==> config.mk <==
export PLATFORM = sky130hd
export DESIGN_NAME = irq_trig_latch
export DESIGN_NICKNAME = d
export VERILOG_FILES = /design/src/rtl/irql_pkg.sv /design/src/rtl/irql_sync.sv /design/src/rtl/irql_mode_reg.sv /design/src/rtl/irql_req_core.sv /design/src/rtl/irq_trig_latch.sv
export SDC_FILE = /design/constraint.sdc
export NUM_CORES = 1
export LEC_CHECK = 0
export BUFFER_PORTS_ARGS = -buffer_cell sky130_fd_sc_hd__buf_2
export CAP_MARGIN = 10
export CORE_MARGIN = 2
export CORE_UTILIZATION = 54
export CTS_BUF_LIST = sky130_fd_sc_hd__clkbuf_8
export CTS_CLUSTER_DIAMETER = 80
export DETAILED_ROUTE_END_ITERATION = 12
export HOLD_SLACK_MARGIN = 0.05
export PLACE_DENSITY = 0.89
export SYNTH_ARGS = -nofsm -noshare
export SYNTH_HDL_FRONTEND = slang
export SYNTH_SLANG_ARGS = --single-unit
==> constraint.sdc <==
create_clock -name clk -period 1.4 [get_ports clk]
set_input_delay 0.14 -clock clk [delete_from_list [all_inputs] [get_ports clk]]
set_output_delay 0.14 -clock clk [all_outputs]
set_load 0.01 [all_outputs]
==> src/rtl/irql_pkg.sv <==
package irql_pkg;
    parameter int IRQL_LINES = 8;

    typedef logic [IRQL_LINES-1:0] line_vec_t;

    typedef struct packed {
        line_vec_t req;
        line_vec_t last;
    } core_state_t;
endpackage

==> src/rtl/irql_sync.sv <==
module irql_sync #(
    parameter int WIDTH  = 8,
    parameter int STAGES = 2
) (
    input  logic             clk,
    input  logic             rst,
    input  logic [WIDTH-1:0] async_in,
    output logic [WIDTH-1:0] sync_out
);
    logic [STAGES-1:0][WIDTH-1:0] pipe_d, pipe_q;

    generate
        for (genvar s = 0; s < STAGES; s++) begin : g_stage
            if (s == 0) begin : g_first
                always_comb pipe_d[s] = async_in;
            end else begin : g_rest
                always_comb pipe_d[s] = pipe_q[s-1];
            end
        end
    endgenerate

    always_ff @(posedge clk) begin
        if (rst) pipe_q <= '0;
        else     pipe_q <= pipe_d;
    end

    assign sync_out = pipe_q[STAGES-1];
endmodule

==> src/rtl/irql_mode_reg.sv <==
module irql_mode_reg #(
    parameter int                 WIDTH   = 8,
    parameter logic [WIDTH-1:0]   WR_MASK = 8'hF8
) (
    input  logic             clk,
    input  logic             rst,
    input  logic             init_stb,
    input  logic             wr,
    input  logic [WIDTH-1:0] wdata,
    output logic [WIDTH-1:0] mode
);
    logic [WIDTH-1:0] mode_d, mode_q;

    always_comb begin
        mode_d = mode_q;
        if (init_stb)  mode_d = '0;
        else if (wr)   mode_d = wdata & WR_MASK;
    end

    always_ff @(posedge clk) begin
        if (rst) mode_q <= '0;
        else     mode_q <= mode_d;
    end

    assign mode = mode_q;

    // a write lands masked
    a_r2_masked_write: assert property (@(posedge clk) disable iff (rst)
        (wr && !init_stb) |=> (mode_q == ($past(wdata) & WR_MASK)));
    // initialization clears the mode register
    a_r8_init_mode: assert property (@(posedge clk) disable iff (rst)
        init_stb |=> (mode_q == '0));
    // no update without a strobe
    a_r2_hold: assert property (@(posedge clk) disable iff (rst)
        (!wr && !init_stb) |=> $stable(mode_q));
endmodule

==> src/rtl/irql_req_core.sv <==
module irql_req_core
    import irql_pkg::*;
(
    input  logic      clk,
    input  logic      rst,
    input  logic      init_stb,
    input  line_vec_t line,
    input  line_vec_t mode,
    input  line_vec_t ack_clr,
    output line_vec_t req
);
    core_state_t st_d, st_q;
    line_vec_t   edge_req, lvl_req;

    always_comb begin
        // edge path: keep unless acknowledged, set on fresh rise
        edge_req = (st_q.req & ~ack_clr) | (line & ~st_q.last);
        // level path: follow the line, acknowledge masks one cycle
        lvl_req  = line & ~ack_clr;
        st_d.req  = (mode & lvl_req) | (~mode & edge_req);
        st_d.last = line;
        if (init_stb) st_d = '0;
    end

    always_ff @(posedge clk) begin
        if (rst) st_q <= '0;
        else     st_q <= st_d;
    end

    assign req = st_q.req;

    // initialization clears requests and stored levels
    a_r8_init_core: assert property (@(posedge clk) disable iff (rst)
        init_stb |=> (st_q.req == '0 && st_q.last == '0));

    generate
        for (genvar i = 0; i < IRQL_LINES; i++) begin : g_chk
            // edge-mode request persists without acknowledge
            a_r4_edge_hold: assert property (@(posedge clk) disable iff (rst)
                (!init_stb && !mode[i] && st_q.req[i] && !ack_clr[i]) |=> st_q.req[i]);
            // level-mode request follows the line
            a_r3_level_follow: assert property (@(posedge clk) disable iff (rst)
                (!init_stb && mode[i]) |=> (st_q.req[i] == $past(line[i] & ~ack_clr[i])));
            // a held-high edge line cannot re-set a cleared request
            a_r5_no_reset: assert property (@(posedge clk) disable iff (rst)
                (!init_stb && !mode[i] && !st_q.req[i] && st_q.last[i]) |=> !st_q.req[i]);
        end
    endgenerate
endmodule

==> src/rtl/irq_trig_latch.sv <==
module irq_trig_latch
    import irql_pkg::*;
#(
    parameter logic [IRQL_LINES-1:0] WR_MASK     = 8'hF8,
    parameter int                    SYNC_STAGES = 2
) (
    input  logic                  clk,
    input  logic                  rst,
    input  logic [IRQL_LINES-1:0] irq_in,
    input  logic                  cfg_wr,
    input  logic [IRQL_LINES-1:0] cfg_wdata,
    output logic [IRQL_LINES-1:0] cfg_rdata,
    input  logic                  init_stb,
    input  logic [IRQL_LINES-1:0] ack_clr,
    output logic [IRQL_LINES-1:0] req_out
);
    line_vec_t line_s, mode_v;

    irql_sync #(.WIDTH(IRQL_LINES), .STAGES(SYNC_STAGES)) u_sync (
        .clk      (clk),
        .rst      (rst),
        .async_in (irq_in),
        .sync_out (line_s)
    );

    irql_mode_reg #(.WIDTH(IRQL_LINES), .WR_MASK(WR_MASK)) u_mode (
        .clk      (clk),
        .rst      (rst),
        .init_stb (init_stb),
        .wr       (cfg_wr),
        .wdata    (cfg_wdata),
        .mode     (mode_v)
    );

    irql_req_core u_core (
        .clk      (clk),
        .rst      (rst),
        .init_stb (init_stb),
        .line     (line_s),
        .mode     (mode_v),
        .ack_clr  (ack_clr),
        .req      (req_out)
    );

    assign cfg_rdata = mode_v;

    // reset state at the ports
    a_r1_reset: assert property (@(posedge clk)
        rst |=> (req_out == '0 && cfg_rdata == '0));
    // mode bits outside the mask never appear
    a_r8_mask_kept: assert property (@(posedge clk) disable iff (rst)
        (cfg_rdata & ~WR_MASK) == '0);
endmodule

==> results of run 1 <==
-- flip-flops by register name, summed over array words and instances (netlist names) --
signal,count
u_sync.pipe_d,8
u_sync.sync_out,8
u_core.req,8
u_core.st_q,8
u_mode.mode,5
-- logic make-up after synthesis --
family / synth area share, %
and+or+nand+nor: 19.1
AOI/OAI and AO/OA: 8.27
muxes: 3.89
buffers and inverters: 10.9
other: 0.292
DFF: 57.6
-- per-layer routing --
layer / part of all wire (%) / track usage [%]
met1: 39 / 15.2
met2: 50 / 29.2
met3: 8.6 / 6.86
met4: 2.3 / 8.97
met5: 0 / 0
-- stage by stage --
| stage | util [%] | setup slack [ns] | hold slack, ns |
|---|---|---|---|
| after global routing | 66.9 | 0.380 | 0.0638 |
| after floorplan | - | 0.604 | 0.265 |
| after detailed placement | 63.2 | 0.407 | 0.350 |
| final | 66.9 | 0.441 | 0.0619 |
| after CTS | 66.9 | 0.427 | 0.0522 |
| after global placement | 63.2 | 0.493 | 0.347 |
-- placed cells by master (no fill, tap or decap) --
master / synthesis / final
and2_1: 8 / 8
nand2b_1: 6 / 6
buf_2: 1 / 37
inv_1: 10 / 11
clkbuf_8: 0 / 5
nand2_1: 5 / 5
a211oi_1: 3 / 3
a21oi_1: 3 / 3
mux2i_1: 5 / 5
nor2b_1: 10 / 10
a211oi_2: 2 / 2
nor2_1: 6 / 6
dfxtp_1: 37 / 37
and2b_1: 6 / 6
or2_4: 1 / 1
a221oi_1: 5 / 5
clkinv_2: 0 / 2
conb_1: 1 / 3
-- power groups by stage --
stage                     logic [mW]  clock network (mW)  registers (mW)
final                          0.125               0.673            1.10
after global placement         0.120                   0            1.13
after detailed placement       0.126                   0            1.13
after floorplan               0.0888                   0            1.13
after global routing           0.140               0.739            1.11
after CTS                      0.128               0.699            1.11
-- cell type report --
cell class	count	area share, %
clock buffers	5	4.61
multi-input cells	63	27.6
inverters	10	2.51
well taps	28	2.35
flip-flops and latches	37	49.6
clock inverters	3	0.921
repair buffers	37	12.4
-- worst register-to-register path: stages (launching register included) --
cell and delay (ns):
dfxtp_1 0.31, a221oi_1 0.31, a211oi_1 0.10
-- how the worst max path moves through the flow --
| stage | start | to | cells after the start |
|---|---|---|---|
| after floorplan | u_core.req[6]$_SDFF_PP0_ | u_core.req[6]$_SDFF_PP0_ | 2 |
| after global placement | rst | u_core.st_q[5]$_SDFF_PP0_ | 3 |
| after detailed placement | rst | u_core.req[5]$_SDFF_PP0_ | 3 |
| after CTS | u_mode.mode[7]$_SDFFE_PP0P_ | cfg_rdata[7] | 1 |
| after global routing | u_mode.mode[6]$_SDFFE_PP0P_ | cfg_rdata[6] | 1 |
| final | u_mode.mode[7]$_SDFFE_PP0P_ | cfg_rdata[7] | 1 |
==> metrics.md, run 1 <==
| Metric | Value |
|---|---|
| Finished Layout Cells | `183` |
| Logic pwr share | `6.6%` |
| Grt ovf | `0` |
| GRT Util Overall | `16.2%` |
| Slew Limit Fails | `0` |
| Row count | `17` |
| First-pass GRT wire length | `3.12 mm` |
| Final worst path period need | `0.959 ns` |
| CP Launch Type | `flip-flop` |
| Post-DP HPWL | `1.44 mm` |
| Hold Crit Start | `irq_in[7]` |
| Critical R2R Capture | `u_core.req[5]$_SDFF_PP0_` |
| Part of the cycle the worst path needs | `68.5%` |
| Initial Utilization | `57.6%` |
| Post-CTS Resized | `0` |
| RSZ-0062 raised after global routing | `false` |
| Hold worst-path end | `u_sync.pipe_d[15]$_SDFF_PP0_` |
| Switching share of power | `21.6%` |
| Final WL | `1.92 mm` |
| Synth unique cells | `19` |
| GP Congestion | `0.603` |
| Cell Int Power | `1.49 mW` |
| Fmax | `1.04 GHz` |
| Post-synth EDFFs | `0` |
| IO buf count | `37` |
| DIE AREA | `0.00279 mm²` |
| Flop pwr share | `58.1%` |
| CP Capture Type | `output pin` |
| Register area | `741 µm²` |
| Synthesized instance count | `122` |
| Drt drc | `0` |
| Post-CTS setup buffer count | `0` |
| CP max FO | `4` |
| Critical path data required time | `1.26 ns` |
| Commonest cells post-synth | `dfxtp_1 (37), buf_4 (11), inv_1 (10), nor2b_1 (10), and2_1 (8)` |
| Avg Cell Area, Syn | `10.5 µm²` |
| Setup violations, final | `0` |
| Fillers | `188` |
| Clock latency on the worst-skew pair | `0.28 ns` |
| CP peak stage delay | `0.38 ns` |
| DP Area | `0.00141 mm²` |
| Initial antenna violation count | `0` |
| Area share of the largest cell type after synthesis | `57.6%` |
| Post-Syn Area | `0.00129 mm²` |
| Worst EP arrival | `0.82 ns` |
| Power per Cell Area | `1270 mW/mm²` |
| Status | `finished clean` |
| R2r worst-path depth | `2` |
| CTS tree | `built` |
| CTS Root Cell | `clkbuf_8` |
| Synth warn | `0` |
| Synth Flop Type | `dfxtp_1` |
| Number of max-cap violations | `0` |
| R2r startpoint | `u_core.req[5]$_SDFF_PP0_` |
| Worst path slowest cell | `dfxtp_1` |
| Die height | `52.8 µm` |
| Post-synth top area cell | `dfxtp_1` |
| Final Hold Vio Count | `0` |
| Clk sink count | `37` |
| CTS H-Tree Depth | `2` |
| Area grow syn2layout | `16.1%` |
| CORE AREA | `0.00223 mm²` |
| Peak supply drop | `0.894 mV` |
| Inst Count DP | `175` |
| Layout cell share with drive strength beyond 1 | `30.3%` |
| Antenna viol nets, final | `0` |
| Synthesized flop and latch total | `37` |
| DR vias | `848` |
| Hold Path Cell Cnt | `2` |
| Asr flop ratio synth | `0%` |
| Die width | `52.8 µm` |
| Setup CP Type | `flip-flop to output pin` |
| Final Net Count | `182` |
| Crit path buf inv count | `1` |
| Main area contributors after synthesis | `dfxtp_1 (58%), buf_4 (6.4%), nor2b_1 (4.9%), and2_1 (3.9%), mux2i_1 (3.9%)` |
| Initial DRT Pass Iterations | `4` |
| Hold Path Class | `primary input to flip-flop` |
| Diode count | `0` |
| DR WL/cell | `10.5 µm` |
| 1st-iter DRT viols | `3` |
| Delay-heaviest family, CP | `flip-flops` |
| Most common cell in the synthesized netlist | `dfxtp_1` |
| Number of global-route vias before repair | `786` |
| Vias per inst | `4.63` |
| CTS max path bufs | `2` |
| TNS Setup | `0 ns` |
| NetSw | `0.411 mW` |
| Leak Pwr | `0.700 nW` |
| Top-level port count | `44` |
| TritonCTS Buffers | `5` |
| Area of the multi-input gates | `413 µm²` |
| Fin area | `0.00149 mm²` |
| R2r setup slk | `0.57 ns` |
| Hold_buf cts | `0` |
| Tot Pwr | `1.90 mW` |
| Largest net degree at the start of global routing | `19` |
| Clk_skew | `0.00448 ns` |
| Clk slew on worst S/H paths | `0.07 ns` |
| Crit path cell chain | `buf_2` |
| Clock share of power | `35.4%` |
| Register area share after synthesis | `57.6%` |
Power figures use the tool's default switching activity.
==> inputs of run 2 (changes only) <==
--- a/config.mk
+++ b/config.mk
@@ -8,12 +8,12 @@
 export BUFFER_PORTS_ARGS = -buffer_cell sky130_fd_sc_hd__buf_2
 export CAP_MARGIN = 10
 export CORE_MARGIN = 2
-export CORE_UTILIZATION = 54
+export CORE_UTILIZATION = 46
 export CTS_BUF_LIST = sky130_fd_sc_hd__clkbuf_8
 export CTS_CLUSTER_DIAMETER = 80
 export DETAILED_ROUTE_END_ITERATION = 12
 export HOLD_SLACK_MARGIN = 0.05
-export PLACE_DENSITY = 0.89
+export PLACE_DENSITY = 0.81
 export SYNTH_ARGS = -nofsm -noshare
 export SYNTH_HDL_FRONTEND = slang
 export SYNTH_SLANG_ARGS = --single-unit
==> constraint.sdc (replaced) <==
create_clock -name clk -period 0.8 [get_ports clk]
set_input_delay 0.08 -clock clk [delete_from_list [all_inputs] [get_ports clk]]
set_output_delay 0.08 -clock clk [all_outputs]
set_load 0.01 [all_outputs]
==> run 2 against run 1 <==
Net effect:
- the flow now finishes with violations (negative setup slack)
- combinational power grew to 2.9 times the previous value
- final area up 28%
- count of clock-buffer cells in the layout up 2
- routed wire length grew 28%
- largest cell class unchanged
- largest power group unchanged
- highest routed layer unchanged
==> metrics.md, run 2 (synthesis results as in run 1) <==
| Metric | Value |
|---|---|
| R2r startpoint | `u_mode.mode[7]$_SDFFE_PP0P_` |
| Fin area | `0.00191 mm² (+28%)` |
| Commonest cells after routing, fill and taps aside | `buf_2 (24), dfxtp_1 (20), buf_6 (16), dfxtp_2 (15)` |
| CTS max path bufs | `2 (unchanged)` |
| TritonCTS Buffers | `5 (unchanged)` |
| RSZ-0062 raised after global routing | `true` |
| GR Layer Usage met3 | `4.84% (-2.0 points)` |
| Row count | `19 (+2)` |
| R2r setup slk | `-0.07 ns (-0.64 ns)` |
| CTS tree | `built` |
| Power per Cell Area | `1920 mW/mm² (+50%)` |
| Die width | `56.9 µm (+7.7%)` |
| Fmax | `1.11 GHz` |
| Final Hold Vio Count | `0 (unchanged)` |
| Antenna viol nets, final | `0 (unchanged)` |
| Drt drc | `0 (unchanged)` |
| Vias per inst | `4.49 (-3.0%)` |
| Final WL | `2.45 mm (+28%)` |
| Inst Count DP | `185 (+5.7%)` |
| CP max FO | `2 (-2)` |
| Critical R2R Capture | `u_mode.mode[7]$_SDFFE_PP0P_` |
| Layout cell share with drive strength beyond 1 | `48.9% (+19 points)` |
| Hold Path Class | `primary input to flip-flop` |
| DR vias | `948 (+12%)` |
| Initial antenna violation count | `0 (unchanged)` |
| Final worst path period need | `0.904 ns` |
| IO buf count | `37 (unchanged)` |
| Slew Limit Fails | `0 (unchanged)` |
| Diode count | `0 (unchanged)` |
| GP Congestion | `0.658 (+9.1%)` |
| Setup violations, final | `12 (+12)` |
| Tot Pwr | `3.66 mW (+92%)` |
| Final Net Count | `207 (+14%)` |
| Peak supply drop | `1.64 mV (+83%)` |
| Setup CP Type | `flip-flop to output pin` |
| Initial DRT Pass Iterations | `4 (unchanged)` |
| Hold Path Cell Cnt | `3 (+1)` |
| CTS Root Cell | `clkbuf_8` |
| Clk slew on worst S/H paths | `0.07 ns (about the same)` |
| R2r worst-path depth | `4 (+2)` |
| Met1 usage | `16.6% (+1.4 points)` |
| Grt ovf | `0 (unchanged)` |
| DIE AREA | `0.00324 mm² (+16%)` |
| Grt met2 use | `30.2% (+1.0 points)` |
| Area grow syn2layout | `48.4%` |
| Largest net degree at the start of global routing | `16 (-3)` |
| Finished Layout Cells | `211 (+15%)` |
| CTS H-Tree Depth | `2 (unchanged)` |
| Clock latency on the worst-skew pair | `0.27 ns (about the same)` |
| Commonest non-fill, non-tap cell in the layout | `buf_2` |
| Hold Crit Start | `cfg_wdata[5]` |
| Clk_skew | `0.00358 ns (-0.000901 ns)` |
| Top-level port count | `44 (unchanged)` |
| 1st-iter DRT viols | `5 (+2)` |
| Hold Slack | `0.0539 ns (-0.00797 ns)` |
| Worst setup margin | `-0.104 ns (-0.546 ns)` |
| Initial Utilization | `47.5% (-10 points)` |
| DR WL/cell | `11.6 µm (+11%)` |
| Clk sink count | `37 (unchanged)` |
| Failing checks | `negative setup slack` |
| Leak Pwr | `0.859 nW (+23%)` |
| Post-DP HPWL | `1.66 mm (+15%)` |
| Die height | `56.9 µm (+7.7%)` |
| Worst EP arrival | `0.82 ns (about the same)` |
| DP Area | `0.00147 mm² (+4.0%)` |
| Critical path data required time | `0.72 ns (-0.54 ns)` |
| Hold worst-path end | `u_mode.mode[5]$_SDFFE_PP0P_` |
| CORE AREA | `0.00271 mm² (+21%)` |
| CP Capture Type | `output pin` |
| Number of global-route vias before repair | `984 (+25%)` |
| First-pass GRT wire length | `3.97 mm (+27%)` |
| GRT Util Overall | `16.1% (-0.067 points)` |
| CP Launch Type | `flip-flop` |
| Part of the cycle the worst path needs | `113%` |
| Number of max-cap violations | `0 (unchanged)` |
| GR peak layer | `met2` |
| Status | `finished, violations left` |
[run 2: cell type report]
cell class                      instances  area [µm²]
Clock buffer                            7        96.3
Clock inverter                          1        5.00
Fill cell                             211         801
Inverter                               10        37.5
Multi-Input combinational cell         63         472
Sequential cell                        37         767
Tap cell                               31        38.8
Timing Repair Buffer                   62         493
[run 2: through the flow]
| step | setup WS (ns) | util (%) | setup TNS [ns] |
|---|---|---|---|
| 3_5_place_dp | -0.0760 | 54.2 | -0.158 |
| 5_1_grt | -0.129 | 70.5 | -0.882 |
| 6_report | -0.104 | 70.5 | -0.433 |
| 3_3_place_gp | -0.00564 | 54.2 | -0.00816 |
| 2_1_floorplan | 0.00424 | - | 0 |
| 4_1_cts | -0.103 | 68.7 | -0.441 |
[run 2: power by group]
part           switching [mW]  leakage [nW]  internal [mW]
combinational           0.138         0.494          0.218
clock                   0.584        0.0542          0.777
sequential             0.0362         0.311           1.91
[run 2: layer usage]
metal  routed length, µm  up-vias
li1                    -      488
met1                 990      437
met2                1340       21
met3                 105        2
met4                  13        0
met5                   0        -
[run 2: timing repair]
item	CTS	global route
hold endpoints to repair	11	0
hold buffers	11	0
setup endpoints to repair	18	20
pin swaps	2	7
buffers inserted	6	1
resized for setup	35	10
[run 2: worst max path at each step]
stage,endpoint,from,slack (ns),cells past startpoint
floorplan,u_core.req[6]$_SDFF_PP0_,u_core.req[6]$_SDFF_PP0_,0.004,2
finish,cfg_rdata[6],u_mode.mode[6]$_SDFFE_PP0P_,-0.10,2
detailed placement,u_core.req[7]$_SDFF_PP0_,u_core.req[7]$_SDFF_PP0_,-0.08,2
CTS,cfg_rdata[6],u_mode.mode[6]$_SDFFE_PP0P_,-0.10,2
global route,cfg_rdata[6],u_mode.mode[6]$_SDFFE_PP0P_,-0.13,2
global placement,u_core.req[6]$_SDFF_PP0_,u_core.req[6]$_SDFF_PP0_,-0.006,2
[run 2: worst max-delay path, cell delays in order (launching register included)]
cell     delay (ns)
dfxtp_2        0.33
buf_6          0.11
buf_6          0.11
